<file path="src/rtl/mcd_lock_pkg.sv">
`timescale 1ns/1ps
package mcd_lock_pkg;
  typedef enum logic [2:0] {
    ST_IDLE, ST_LAUNCH, ST_LOAD, ST_SETTLE, ST_TRACK
  } ctl_state_e;

  typedef enum logic [1:0] {
    DIR_NONE, DIR_UP, DIR_DN
  } move_dir_e;
endpackage

</file>
<file path="src/rtl/mcd_therm_count.sv">
`timescale 1ns/1ps
module mcd_therm_count #(
  parameter int STAGES = 16,
  parameter int CNT_W  = $clog2(STAGES + 1)
) (
  input  logic [STAGES-1:0] therm_i,
  output logic [CNT_W-1:0]  count_o
);
  // ones from bit 0 up to the first zero; anything above a bubble is dropped
  always_comb begin
    logic             run;
    logic [CNT_W-1:0] cnt;
    run = 1'b1;
    cnt = '0;
    for (int i = 0; i < STAGES; i++) begin
      if (run && therm_i[i]) cnt = cnt + CNT_W'(1);
      else                   run = 1'b0;
    end
    count_o = cnt;
  end
endmodule

</file>
<file path="src/rtl/mcd_coarse_calc.sv">
`timescale 1ns/1ps
module mcd_coarse_calc #(
  parameter int MEAS_W = 5,
  parameter int CW     = 5,
  parameter int ITER   = 16
) (
  input  logic [MEAS_W-1:0] meas_i,
  input  logic [CW-1:0]     period_i,
  output logic [CW-1:0]     coarse_o
);
  localparam int XW = (MEAS_W > CW) ? MEAS_W : CW;

  // remainder by repeated subtraction, bounded by the measure depth
  always_comb begin
    logic [XW-1:0] rem;
    logic [XW-1:0] per;
    rem = XW'(meas_i);
    per = XW'(period_i);
    for (int i = 0; i < ITER; i++) begin
      if (per != '0 && rem >= per) rem = rem - per;
    end
    if (per == '0)                       coarse_o = '0;
    else if (rem == '0 && meas_i != '0)  coarse_o = '0;
    else                                 coarse_o = CW'(per - rem);
  end
endmodule

</file>
<file path="src/rtl/mcd_fine_track.sv">
`timescale 1ns/1ps
module mcd_fine_track
  import mcd_lock_pkg::*;
#(
  parameter int FINE_W     = 3,
  parameter int LOCK_FLIPS = 3
) (
  input  logic              clk_i,
  input  logic              rst_ni,
  input  logic              load_i,
  input  logic              track_i,
  input  logic              early_i,
  input  logic              late_i,
  input  logic              at_top_i,
  input  logic              at_zero_i,
  output logic [FINE_W-1:0] fine_o,
  output logic              carry_o,
  output logic              borrow_o,
  output logic              lock_o
);
  localparam int                FL_W = $clog2(LOCK_FLIPS + 1);
  localparam logic [FINE_W-1:0] FMAX = '1;
  localparam logic [FINE_W-1:0] FMID = FINE_W'(1) << (FINE_W - 1);
  localparam logic [FL_W-1:0]   FLIM = FL_W'(LOCK_FLIPS);

  logic [FINE_W-1:0] fine_q;
  logic [FL_W-1:0]   flips_q;
  move_dir_e         dir_q, new_dir;
  logic              lock_q, go_up, go_dn, step, rev;

  always_comb begin
    go_up    = track_i & early_i & ~late_i & ~((fine_q == FMAX) & at_top_i);
    go_dn    = track_i & late_i & ~early_i & ~((fine_q == '0) & at_zero_i);
    carry_o  = go_up & (fine_q == FMAX);
    borrow_o = go_dn & (fine_q == '0);
    step     = go_up | go_dn;
    new_dir  = go_up ? DIR_UP : DIR_DN;
    rev      = step && (dir_q != DIR_NONE) && (dir_q != new_dir);
  end

  always_ff @(posedge clk_i or negedge rst_ni) begin
    if (!rst_ni) begin
      fine_q  <= '0;
      dir_q   <= DIR_NONE;
      flips_q <= '0;
      lock_q  <= 1'b0;
    end else begin
      if (load_i)     fine_q <= FMID;
      else if (go_up) fine_q <= fine_q + FINE_W'(1);
      else if (go_dn) fine_q <= fine_q - FINE_W'(1);
      if (step) begin
        dir_q <= new_dir;
        if (rev) begin
          if (flips_q != FLIM) flips_q <= flips_q + FL_W'(1);
          if (flips_q >= FLIM - FL_W'(1)) lock_q <= 1'b1;
        end else begin
          flips_q <= '0;
        end
      end
    end
  end

  assign fine_o = fine_q;
  assign lock_o = lock_q;
endmodule

</file>
<file path="src/rtl/mcd_lock_ctrl.sv">
`timescale 1ns/1ps
module mcd_lock_ctrl
  import mcd_lock_pkg::*;
#(
  parameter int  MEAS_STAGES = 16,
  parameter int  FWD_STAGES  = 32,
  parameter int  FINE_W      = 3,
  parameter int  SETTLE_CYC  = 4,
  parameter int  LOCK_FLIPS  = 3,
  localparam int CW          = $clog2(FWD_STAGES)
) (
  input  logic                   clk_i,
  input  logic                   rst_ni,
  input  logic [MEAS_STAGES-1:0] therm_i,
  input  logic [CW-1:0]          period_i,
  input  logic                   pd_early_i,
  input  logic                   pd_late_i,
  output logic                   start_o,
  output logic                   fwd_sel_o,
  output logic [CW-1:0]          coarse_o,
  output logic [FINE_W-1:0]      fine_o,
  output logic                   lock_o
);
  localparam int            MEAS_W = $clog2(MEAS_STAGES + 1);
  localparam int            SW     = $clog2(SETTLE_CYC + 1);
  localparam logic [SW-1:0] SLOAD  = SW'(SETTLE_CYC);
  localparam logic [CW-1:0] CTOP   = CW'(FWD_STAGES - 1);

  ctl_state_e             state_q;
  logic [MEAS_STAGES-1:0] snap_q;
  logic [CW-1:0]          coarse_q, coarse_calc;
  logic [SW-1:0]          settle_q;
  logic [MEAS_W-1:0]      meas_cnt;
  logic                   start_q, sel_q, carry, borrow;

  mcd_therm_count #(.STAGES(MEAS_STAGES), .CNT_W(MEAS_W)) u_count (
    .therm_i (snap_q),
    .count_o (meas_cnt)
  );

  mcd_coarse_calc #(.MEAS_W(MEAS_W), .CW(CW), .ITER(MEAS_STAGES)) u_calc (
    .meas_i   (meas_cnt),
    .period_i (period_i),
    .coarse_o (coarse_calc)
  );

  mcd_fine_track #(.FINE_W(FINE_W), .LOCK_FLIPS(LOCK_FLIPS)) u_fine (
    .clk_i     (clk_i),
    .rst_ni    (rst_ni),
    .load_i    (state_q == ST_LOAD),
    .track_i   (state_q == ST_TRACK),
    .early_i   (pd_early_i),
    .late_i    (pd_late_i),
    .at_top_i  (coarse_q == CTOP),
    .at_zero_i (coarse_q == '0),
    .fine_o    (fine_o),
    .carry_o   (carry),
    .borrow_o  (borrow),
    .lock_o    (lock_o)
  );

  always_ff @(posedge clk_i or negedge rst_ni) begin
    if (!rst_ni) begin
      state_q  <= ST_IDLE;
      snap_q   <= '0;
      coarse_q <= '0;
      settle_q <= '0;
      start_q  <= 1'b0;
      sel_q    <= 1'b0;
    end else begin
      unique case (state_q)
        ST_IDLE: begin
          start_q <= 1'b1;
          state_q <= ST_LAUNCH;
        end
        ST_LAUNCH: begin
          snap_q  <= therm_i;   // stop edge has landed in the measure array
          start_q <= 1'b0;
          state_q <= ST_LOAD;
        end
        ST_LOAD: begin
          coarse_q <= coarse_calc;
          sel_q    <= 1'b1;
          settle_q <= SLOAD;
          state_q  <= ST_SETTLE;
        end
        ST_SETTLE: begin
          if (settle_q <= SW'(1)) state_q <= ST_TRACK;
          else                    settle_q <= settle_q - SW'(1);
        end
        ST_TRACK: begin
          if (carry || borrow) begin
            coarse_q <= carry ? coarse_q + CW'(1) : coarse_q - CW'(1);
            settle_q <= SLOAD;
            state_q  <= ST_SETTLE;
          end
        end
        default: state_q <= ST_IDLE;
      endcase
    end
  end

  assign start_o   = start_q;
  assign fwd_sel_o = sel_q;
  assign coarse_o  = coarse_q;
endmodule

</file>
<file path="config.mk">
export PLATFORM = sky130hd
export DESIGN_NAME = mcd_lock_ctrl
export DESIGN_NICKNAME = d
export VERILOG_FILES = /design/src/rtl/mcd_lock_pkg.sv /design/src/rtl/mcd_therm_count.sv /design/src/rtl/mcd_coarse_calc.sv /design/src/rtl/mcd_fine_track.sv /design/src/rtl/mcd_lock_ctrl.sv
export SDC_FILE = /design/constraint.sdc
export NUM_CORES = 1
export LEC_CHECK = 0
export ABC_CLOCK_PERIOD_IN_PS = 39800
export BUFFER_PORTS_ARGS = -buffer_cell sky130_fd_sc_hd__buf_2
export CORE_MARGIN = 8
export CORE_UTILIZATION = 40
export CTS_CLUSTER_SIZE = 8
export DETAILED_ROUTE_END_ITERATION = 10
export HOLD_SLACK_MARGIN = 0.06
export PLACE_DENSITY_LB_ADDON = 0.08
export RECOVER_POWER = 50
export SETUP_SLACK_MARGIN = 0.5
export SLEW_MARGIN = 40
export SYNTH_ARGS = -nofsm -noshare
export SYNTH_HDL_FRONTEND = slang
export SYNTH_HIERARCHICAL = 1
export SYNTH_SLANG_ARGS = --single-unit
</file>
<file path="constraint.sdc">
create_clock -name clk_i -period 39.8 [get_ports clk_i]
set_input_delay 5.97 -clock clk_i [delete_from_list [all_inputs] [get_ports clk_i]]
set_output_delay 5.97 -clock clk_i [all_outputs]
set_load 0.03 [all_outputs]
</file>
==> impl_metrics.toml <==
[placement]
place_ws_ns = 6.35
place.gp.congestion = 0.859
portBuffers = 35
hpwl_um = 18600
dp_cells = 1404

[cts]
cts_setup_buffers = 0
cts_resized = 0
cts_sinks = 37
ctsHoldBuffers = 0
clkTransAtPathRegs_ns = 0.06
cts-htree-levels = 2
ctsLongestPathBuffers = 2
clock_latency_ns = 0.28
cts_buffers = 5
cts_tree = "done"
cts-root-buf = "clkbuf_16"

[sta]
setup_slack_ns = 6.32
fin_crit_sh_pct = 84.1
setup_viol = 0
skew_ns = 0.00455
fmax_mhz = 29.9
setup_tns_ns = 0
drv_slew = 38
hold_violations = 0
rsz0062_at_grt = "false"
worst_pin_slew_ns = 2.01
min_period_ns = 33.48
maxSlewHeadroom_pct = -33.9

[floorplanning]
dieHeight_um = 165
fp.coreArea_um2 = 21800
ios = 36
row_count = 54
dieWidth_um = 165
initial_core_util_pct = 40.6
dieArea_um2 = 27100

[final_layout]
fillers = 2245
n_antenna_cell = 0
drive_gt1_share_pct = 13.8
register_area_um2 = 926
multiInputGateArea_um2 = 7440
layout.cells.non_filler = 1412
nets = 1293
area_delta_synth_final_pct = 6.65

[drt]
drtAntennaViolNets = 0
initialDrtViolationCount = 461
wl_um = 23600
via_per_inst = 5.61
wl_per_cell_um = 16.7
route.vias.total = 7918
dr.pass1.iters = 4
drc = 0

[worst_setup_path]
path_delay_family = "compound AO/OA/AOI/OAI gates"
worstPathRequired_ns = 40.01
end_kind = "register"
crit_buf_inv = 9
cp_max_fo = 10
cp-start-kind = "register"
critPathMostFrequentCell = "ha_1"
crit_arrival_ns = 33.69
crit_type = "register to register"
max_stage_delay_ns = 0.56
slowest_stage = "o31ai_1"

[yosys]
synth-seq-cells = 37
yosys-top-cells-count = "ha_1, nand2_1, nor2_1"
synthMuxAreaShare_pct = 6.47
synth_top_family_by_area = "compound AO/OA/AOI/OAI gates"
syn_area_per_cell_um2 = 7.98
post-synth-top-count-cell = "ha_1"
yosys.area.top_type = "ha_1"
syn_area_um2 = 8820
yosys_warnings = 6
yosysTopAreaCellShare_pct = 16.9
synth_compound_area_share_pct = 26.7
synth_xor_area_share_pct = 7.17
synth_edf_count = 0
synth_top_flop_cell = "dfrtp_1"
yosys.area_share.adder_pct = 21.3
synthesis.nets = 1268
seq_area_frac_synth_pct = 10.5
synth_cell_types = 114
syn_inst = 1106
yosys.area_share.simple_pct = 22.6
synthArstFlopShare_pct = 100
synth_area_leaders = "ha_1, dfrtp_1, nand2_1"

[grt]
grt_max_degree = 38
grt.total_usage_pct = 17.3
grt_pass1_wl_um = 39100
grt_pass1_vias = 7907
grt_remaining_overflow = 0
antenna_found_initial = 0

[run_status]
status = "finished with violations"
violations = "capacitance limit, slew limit"

[worst_hold_path]
hp-class = "register to register"

[flow_run]
max_cap_viol_count = 1
[per-layer routing]
layer  global-route usage, %  vias to the layer above  share of wire (%)
met4                    2.83                        0                1.2
met1                    23.7                     3730                 50
met2                    29.5                       83                 47
li1                        -                     4082                  -
met5                       0                        -                  0
met3                    1.42                       23                2.0
[flip-flops by register name (all words and copies together), names as in the netlist]
signal and cells:
snap_q 16, coarse_o 5, settle_q 3, state_q 3
u_fine/fine_o 3, u_fine/dir_q 2, u_fine/flips_q 2, fwd_sel_o 1
start_o 1, u_fine/lock_o 1
[final timing paths]
check                          start                 to  slack (ns)  depth (start not counted)
min in group asynchronous     rst_ni          snap_q[0]        6.25                          1
min reg2reg                fwd_sel_o          fwd_sel_o        0.46                          1
max reg2reg                snap_q[2]        coarse_o[4]        6.32                        150
min                        fwd_sel_o          fwd_sel_o        0.46                          1
max in group asynchronous     rst_ni  u_fine/flips_q[0]       32.40                          1
max                        snap_q[2]        coarse_o[4]        6.32                        150
[cells by family (layout without fill, tap and decap cells)]
logic type	count (synthesis)	in the layout
AO/OA/AOI/OAI	328	328
flip-flops	37	37
AND/OR/NAND/NOR	379	379
multiplexers	52	52
adder cells (fa/ha/maj)	140	140
XOR/XNOR	66	66
buffers and inverters	104	130
[area by class of cell]
type / count / area share (%)
Clock buffer: 6 / 1.48
Multi-Input combinational cell: 965 / 79.0
Inverter: 81 / 3.23
Timing Repair Buffer: 41 / 2.33
Sequential cell: 37 / 9.84
Clock inverter: 2 / 0.399
Tap cell: 280 / 3.72
[metrics by stage]
step | instance area [um^2] | hold slack (ns) | utilization, %
floorplan | 8820 | 0.438 | -
global placement | 9230 | 0.447 | 42.4
detailed placement | 9240 | 0.454 | 42.5
CTS | 9410 | 0.468 | 43.3
global route | 9410 | 0.495 | 43.3
finish | 9410 | 0.463 | 43.3
[cell usage in the layout (no fill, tap or decap), types with 7 or more instances in the layout]
cell | synthesis | routed
nand3_1 | 28 | 28
ha_1 | 119 | 119
nand2_1 | 107 | 107
mux2i_1 | 18 | 18
nor3_1 | 22 | 21
nand2b_1 | 18 | 18
a21o_1 | 47 | 47
xnor2_1 | 38 | 38
nor2_1 | 93 | 94
a21boi_0 | 10 | 10
xor2_1 | 24 | 24
a21oi_1 | 76 | 76
o21ai_0 | 47 | 47
buf_2 | 5 | 34
and2_1 | 14 | 14
o31ai_1 | 7 | 7
a211oi_1 | 9 | 9
o211ai_1 | 9 | 9
mux2_2 | 31 | 31
fa_1 | 18 | 18
nor2b_1 | 16 | 16
o21a_1 | 15 | 15
dfrtp_1 | 37 | 37
inv_1 | 78 | 78
and3_1 | 10 | 10
a31oi_1 | 14 | 14
Power is left out: the tool's default activity adds up to more than one toggle a clock period on the data nets, which glitch-free logic cannot reach.
